**src/rtl/maint_ctrl_pkg.sv**
```systemverilog
package maint_ctrl_pkg;
  typedef enum logic [1:0] {
    LB_IDLE = 2'd0,
    LB_RST1 = 2'd1,
    LB_LOOP = 2'd2,
    LB_RST2 = 2'd3
  } lb_step_t;

  localparam int ST_DEACT = 0;
  localparam int ST_ECHO  = 1;

  localparam int CT_DEACT = 0;
  localparam int CT_STOP  = 1;
  localparam int CT_LOOPN = 2;
  localparam int CT_RST   = 3;
  localparam int CT_TEST  = 4;
endpackage

```
**src/rtl/deact_det.sv**
```systemverilog
module deact_det #(
  parameter int RUN = 3
) (
  input  logic clk,
  input  logic rst_n,
  input  logic frame,
  input  logic far_deact,
  output logic hit,
  output logic seen
);
  localparam int CW = $clog2(RUN + 1);
  logic [CW-1:0] zrun;

  assign hit = frame && !far_deact && (zrun == CW'(RUN - 1)) && !seen;

  always_ff @(posedge clk or negedge rst_n) begin
    if (!rst_n) begin
      zrun <= '0;
      seen <= 1'b0;
    end else if (frame) begin
      if (far_deact) zrun <= '0;
      else if (zrun != CW'(RUN)) zrun <= zrun + 1'b1;
      if (hit) seen <= 1'b1;
    end
  end

  AST_SEEN_NEEDS_ZERO: assert property (@(posedge clk) disable iff (!rst_n)
    $rose(seen) |-> $past(frame && !far_deact));
  AST_ONE_CLEARS: assert property (@(posedge clk) disable iff (!rst_n)
    (frame && far_deact) |=> (zrun == '0));
endmodule

```
**src/rtl/lb_seq.sv**
```systemverilog
module lb_seq
  import maint_ctrl_pkg::*;
#(
  parameter int STEP_FRAMES = 3
) (
  input  logic     clk,
  input  logic     rst_n,
  input  logic     frame,
  input  logic     start,
  input  logic     stop,
  input  logic     abort,
  output lb_step_t step
);
  localparam int SW = $clog2(STEP_FRAMES + 1);
  logic [SW-1:0] cnt;
  logic          last;

  assign last = frame && (cnt == SW'(STEP_FRAMES - 1));

  always_ff @(posedge clk or negedge rst_n) begin
    if (!rst_n) begin
      step <= LB_IDLE;
      cnt  <= '0;
    end else if (abort) begin
      step <= LB_IDLE;
      cnt  <= '0;
    end else begin
      unique case (step)
        LB_IDLE: if (start) begin
          step <= LB_RST1;
          cnt  <= '0;
        end
        LB_RST1, LB_LOOP: begin
          if (stop) begin
            step <= LB_RST2;
            cnt  <= '0;
          end else if (last) begin
            step <= (step == LB_RST1) ? LB_LOOP : LB_RST2;
            cnt  <= '0;
          end else if (frame) cnt <= cnt + 1'b1;
        end
        LB_RST2: begin
          if (last) begin
            step <= LB_IDLE;
            cnt  <= '0;
          end else if (frame) cnt <= cnt + 1'b1;
        end
        default: step <= LB_IDLE;
      endcase
    end
  end

  AST_LOOP_AFTER_RST1: assert property (@(posedge clk) disable iff (!rst_n)
    (step == LB_LOOP && $past(step) != LB_LOOP) |-> $past(step) == LB_RST1);
  AST_RST2_TO_IDLE: assert property (@(posedge clk) disable iff (!rst_n)
    ($past(step) == LB_RST2 && step != LB_RST2) |-> step == LB_IDLE);
  AST_NO_FRAME_HOLD: assert property (@(posedge clk) disable iff (!rst_n)
    (!frame && !start && !stop && !abort) |=> $stable(step));
endmodule

```
**src/rtl/stuck_chk.sv**
```systemverilog
module stuck_chk #(
  parameter int RUN = 2
) (
  input  logic clk,
  input  logic rst_n,
  input  logic frame,
  input  logic sent,
  input  logic echo,
  output logic fault
);
  localparam int CW = $clog2(RUN + 1);
  logic [CW-1:0] erun;
  logic          bad;

  assign bad = echo && !sent;

  always_ff @(posedge clk or negedge rst_n) begin
    if (!rst_n) begin
      erun  <= '0;
      fault <= 1'b0;
    end else if (frame) begin
      if (!bad) erun <= '0;
      else if (erun != CW'(RUN)) erun <= erun + 1'b1;
      if (bad && erun == CW'(RUN - 1)) fault <= 1'b1;
    end
  end

  AST_FAULT_NEEDS_ECHO: assert property (@(posedge clk) disable iff (!rst_n)
    $rose(fault) |-> $past(frame && echo));
  AST_FAULT_STICKY: assert property (@(posedge clk) disable iff (!rst_n)
    fault |=> fault);
endmodule

```
**src/rtl/maint_ctrl.sv**
```systemverilog
module maint_ctrl
  import maint_ctrl_pkg::*;
#(
  parameter int STEP_FRAMES = 3,
  parameter int DEACT_RUN   = 3,
  parameter int STUCK_RUN   = 2
) (
  input  logic       clk,
  input  logic       rst_n,
  input  logic       stat_valid,
  output logic       stat_ready,
  input  logic [7:0] stat_octet,
  input  logic       lb_start,
  input  logic       lb_stop,
  output logic [7:0] ctl_octet,
  output logic       deact_seen,
  output logic       stuck_fault
);
  lb_step_t step;
  logic     frame, deact_hit;
  logic     stat_unused;

  assign stat_ready  = 1'b1;
  assign frame       = stat_valid && stat_ready;
  assign stat_unused = ^stat_octet[7:2];

  deact_det #(.RUN(DEACT_RUN)) u_deact (
    .clk(clk), .rst_n(rst_n), .frame(frame),
    .far_deact(stat_octet[ST_DEACT]), .hit(deact_hit), .seen(deact_seen)
  );

  lb_seq #(.STEP_FRAMES(STEP_FRAMES)) u_lb (
    .clk(clk), .rst_n(rst_n), .frame(frame), .start(lb_start),
    .stop(lb_stop), .abort(deact_hit || deact_seen), .step(step)
  );

  always_comb begin
    ctl_octet           = 8'h00;
    ctl_octet[CT_LOOPN] = 1'b1;
    ctl_octet[CT_DEACT] = deact_seen;
    ctl_octet[CT_TEST]  = 1'b0;
    unique case (step)
      LB_RST1, LB_RST2: begin
        ctl_octet[CT_RST]  = 1'b1;
        ctl_octet[CT_STOP] = 1'b1;
      end
      LB_LOOP: begin
        ctl_octet[CT_STOP]  = 1'b1;
        ctl_octet[CT_LOOPN] = 1'b0;
      end
      default: ;
    endcase
  end

  stuck_chk #(.RUN(STUCK_RUN)) u_stuck (
    .clk(clk), .rst_n(rst_n), .frame(frame),
    .sent(ctl_octet[CT_TEST]), .echo(stat_octet[ST_ECHO]), .fault(stuck_fault)
  );

  AST_DEACT_QUIETS_LB: assert property (@(posedge clk) disable iff (!rst_n)
    deact_seen |-> (step == LB_IDLE));
  AST_DEACT_STICKY: assert property (@(posedge clk) disable iff (!rst_n)
    deact_seen |=> deact_seen);
  AST_HIT_WINS: assert property (@(posedge clk) disable iff (!rst_n)
    deact_hit |=> (step == LB_IDLE && deact_seen));
endmodule

```
**config.mk**
```make
export PLATFORM = sky130hd
export DESIGN_NAME = maint_ctrl
export DESIGN_NICKNAME = d
export VERILOG_FILES = /design/src/rtl/maint_ctrl_pkg.sv /design/src/rtl/deact_det.sv /design/src/rtl/lb_seq.sv /design/src/rtl/stuck_chk.sv /design/src/rtl/maint_ctrl.sv
export SDC_FILE = /design/constraint.sdc
export NUM_CORES = 1
export LEC_CHECK = 0
export BUFFER_PORTS_ARGS = -buffer_cell sky130_fd_sc_hd__buf_2
export CAP_MARGIN = 20
export CORE_MARGIN = 5
export CORE_UTILIZATION = 44
export CTS_CLUSTER_DIAMETER = 50
export DETAILED_ROUTE_END_ITERATION = 10
export MAX_ROUTING_LAYER = met4
export PLACE_DENSITY = 0.84
export SYNTH_ARGS = -nofsm -noshare
export SYNTH_HDL_FRONTEND = slang
export SYNTH_SLANG_ARGS = --single-unit
export TNS_END_PERCENT = 100
```
**constraint.sdc**
```tcl
create_clock -name clk -period 1.54 [get_ports clk]
set_input_delay 0 -clock clk [delete_from_list [all_inputs] [get_ports clk]]
set_output_delay 0 -clock clk [all_outputs]
set_load 0.005 [all_outputs]
```
==> results by group <==
CTS
  – CTS tree: done
  – Worst-Skew Late Latency: 270 ps
  – CTS max path bufs: 2
  – Worst-path clk slew: 60 ps
  – Total clock sinks: 10
  – H-tree levels: 1
  – Root Buffer Master: clkbuf_4
  – Cts bufs inserted: 3

Power
  – Pint: 0.000887 W
  – PwrDens: 1450 nW/µm²
  – Psw: 0.000489 W
  – Clock power share: 17.1%
  – Combinational Power Share: 54.4%
  – Sw frac: 35.5%
  – Worst IR Drop VDD: 0.967 mV
  – Register share of total power: 28.5%
  – Reported leakage power: 0.456 nW
  – Tot Pwr: 0.00138 W

Worst setup path
  – Crit path DAT: 1770 ps
  – Setup Crit Path Kind: reg -> reg
  – Worst reg2reg path depth: 6
  – Crit end category: flip-flop
  – Worst path depth: 6
  – Worst reg-to-reg setup slack: -40 ps
  – Buffers & Inverters on Critical Path: 1
  – Critical path's top delay family: simple AND/OR/NAND/NOR gates
  – Startpoint class of the critical path: flip-flop
  – CP required: 1730 ps
  – Largest stage delay, worst path: 490 ps
  – Crit Path Max Fanout: 2
  – Crit-path slowest cell: or4_4
  – CP Cell Sequence: inv_2, ha_4, nor2b_4, nor2_2, or4_4, o22ai_2

Timing
  – Final WS setup: -40.6 ps
  – Fmax: 633 MHz
  – Post-layout min period: 1580 ps
  – Final Hold Vio Count: 0
  – Fin crit share: 103%
  – Slew Viols, Final: 0
  – Clk_skew: 0.703 ps
  – Final setup viols: 2
  – RSZ-0062 raised after global routing: yes

Placed design
  – # port buffers: 12
  – Dpl hpwl: 1230 µm
  – Placed Instances: 115
  – Routability Congestion: 0.880

GRT
  – Overall Global Routing Usage: 13.1%
  – Largest net degree at the start of global routing: 13
  – Vias in the first global route: 606
  – Initial antenna violation count: 0
  – GR Overflow Total: 0
  – First-pass GRT wire length: 2500 µm

Routing
  – Drt first pass iters: 4
  – Via-to-Cell Ratio: 5.18
  – Routed wire per std cell: 12.0 µm
  – Drc violations: 0
  – Post-DRT Antenna Nets: 0
  – Drt initial violations: 10
  – Via count: 637
  – WL final: 1480 µm

Cells and area
  – Multi-input gate area: 419 µm²
  – Register area: 250 µm²
  – Post-Layout Cell Count: 123
  – Nets: 131
  – Area grow syn2layout: 29.6%
  – Share of layout cells above drive strength 1: 37.4%
  – Antenna cells: 0
  – Filler Cell Count: 135

Synthesis
  – Syn_area_per_cell: 9.02 µm²
  – Main flop type after synthesis: dfrtp_1
  – Top post-synthesis cells by area: dfrtp_1 (34%), ha_1 (17%), buf_4 (6.2%)
  – Fraction of registers with async set/reset: 100%
  – Yosys top cell area share: 34.2%
  – Syn Std Cell Area: 731 µm²
  – Yosys cell types: 26
  – Register area share after synthesis: 34.2%
  – Flops & latches, synth: 10
  – EDFF count, synth: 0
  – Synth Warn #: 0
  – Post-synthesis cell count: 81
  – Largest area contributor in the netlist: dfrtp_1

Floorplanning
  – Die Height: 50.8 µm
  – Starting Density: 47.4%
  – CORE AREA: 1540 µm²
  – Top Ports: 24
  – Die area: 2580 µm²
  – Die X: 50.8 µm
  – # rows: 14

Worst hold path
  – Worst hold-check path type: in -> async

Run status
  – Failing checks: negative setup slack
  – Status: complete, but fails checks

Job
  – Max cap viols: 0
## final timing paths
kind | from | to
max | u_lb.step[1] | u_lb.cnt[1]
min reg2reg | u_lb.cnt[0] | u_lb.cnt[0]
max reg2reg | u_lb.step[1] | u_lb.cnt[1]
min | rst_n | u_stuck.erun[1]
max in group asynchronous | rst_n | u_lb.cnt[0]
min in group clk | stat_valid | u_deact.zrun[1]
## kinds of logic (layout without fill, tap and decap cells)
logic type	count (synthesis)	after routing	share of synthesized area, %
AO/OA/AOI/OAI	18	18	17.6
multiplexers	1	1	1.37
flip-flops	10	10	34.2
other	2	5	1.03
AND/OR/NAND/NOR	20	20	15.2
buffers and inverters	20	43	13.4
adder cells (fa/ha/maj)	10	10	17.1
## state kept, by name (all words and copies together) (netlist names)
signal	count
u_deact.zrun	2
u_lb.cnt	2
u_lb.step	2
u_stuck.erun	2
u_deact.seen	1
u_stuck.fault	1
## power groups by stage
stage | Sequential, W | Clock [W] | Combinational (W)
3_3_place_gp | 0.000394 | 0 | 0.000689
2_1_floorplan | 0.000402 | 0 | 0.000430
4_1_cts | 0.000394 | 0.000241 | 0.000762
6_report | 0.000392 | 0.000236 | 0.000749
3_5_place_dp | 0.000399 | 0 | 0.000733
5_1_grt | 0.000404 | 0.000254 | 0.000838
## synthesized netlist by cell type, types with 2 or more instances
cell type / number
inv_2: 2
o22ai_1: 2
nor3_1: 2
nand2_1: 7
buf_4: 6
dfrtp_1: 10
o21ai_0: 7
nor2_1: 2
ha_1: 10
nand2b_1: 3
inv_1: 11
a21oi_1: 4
conb_1: 2
## placed cells by master, fill, tap and decap left out
cell type / Yosys / final
buf_2: 0 / 12
buf_4: 6 / 11
dfrtp_1: 10 / 10
inv_1: 11 / 9
ha_1: 10 / 8
nand2_1: 7 / 7
o21ai_0: 7 / 7
conb_1: 2 / 5
inv_2: 2 / 4
a21oi_1: 4 / 4
nand2b_1: 3 / 3
clkbuf_4: 0 / 3
dlygate4sd3_1: 0 / 3
nor3_1: 2 / 2
o22ai_1: 2 / 2
or2_2: 1 / 1
a31oi_4: 1 / 1
a31o_2: 1 / 1
nor2b_4: 0 / 1
mux2i_1: 1 / 1
and4b_1: 1 / 1
nor2_2: 0 / 1
o31a_1: 1 / 1
nand3b_1: 1 / 1
or4_4: 1 / 1
nor3b_1: 1 / 1
nor2_1: 2 / 1
a32o_1: 1 / 1
o22ai_2: 1 / 1
ha_2: 0 / 1
ha_4: 0 / 1
clkbuf_8: 0 / 1
## layer usage
layer  global-route usage (%)  share of wire [%]  up-vias
li1                         -                  -      311
met4                     6.38                2.0        0
met3                     2.66                4.7        4
met2                     23.1                 56       12
met5                        -                  0        -
met1                     13.5                 37      310
## layout make-up
class	instances	share of cell area, %
repair buffers	26	18.2
multi-input cells	54	44.3
inverters	13	5.15
well taps	16	2.11
flip-flops and latches	10	26.4
clock buffers	4	3.83
## stage by stage
| stage | cell area, µm² | TNS [ps] | setup slack, ps | hold WS [ps] | utilization (%) |
|---|---|---|---|---|---|
| final | 947 | -65.5 | -40.6 | 120 | 61.4 |
| after global routing | 947 | -277 | -134 | 129 | 61.4 |
| after global placement | 871 | 0 | 2.77 | -131 | 56.5 |
| after detailed placement | 871 | -57.7 | -46.5 | -127 | 56.5 |
| after CTS | 947 | -104 | -60.2 | 113 | 61.4 |
| after floorplan | 764 | -15.6 | -15.6 | -296 | - |
## repair_timing
action | CTS | global route
buffers inserted | 1 | 0
pin swaps | 1 | 0
endpoints found under the hold margin | 13 | 0
hold buffers | 3 | 0
gates resized for setup | 1 | 0
cloned | 0 | 0
setup endpoints to repair | 2 | 3
Power figures use the tool's default switching activity.
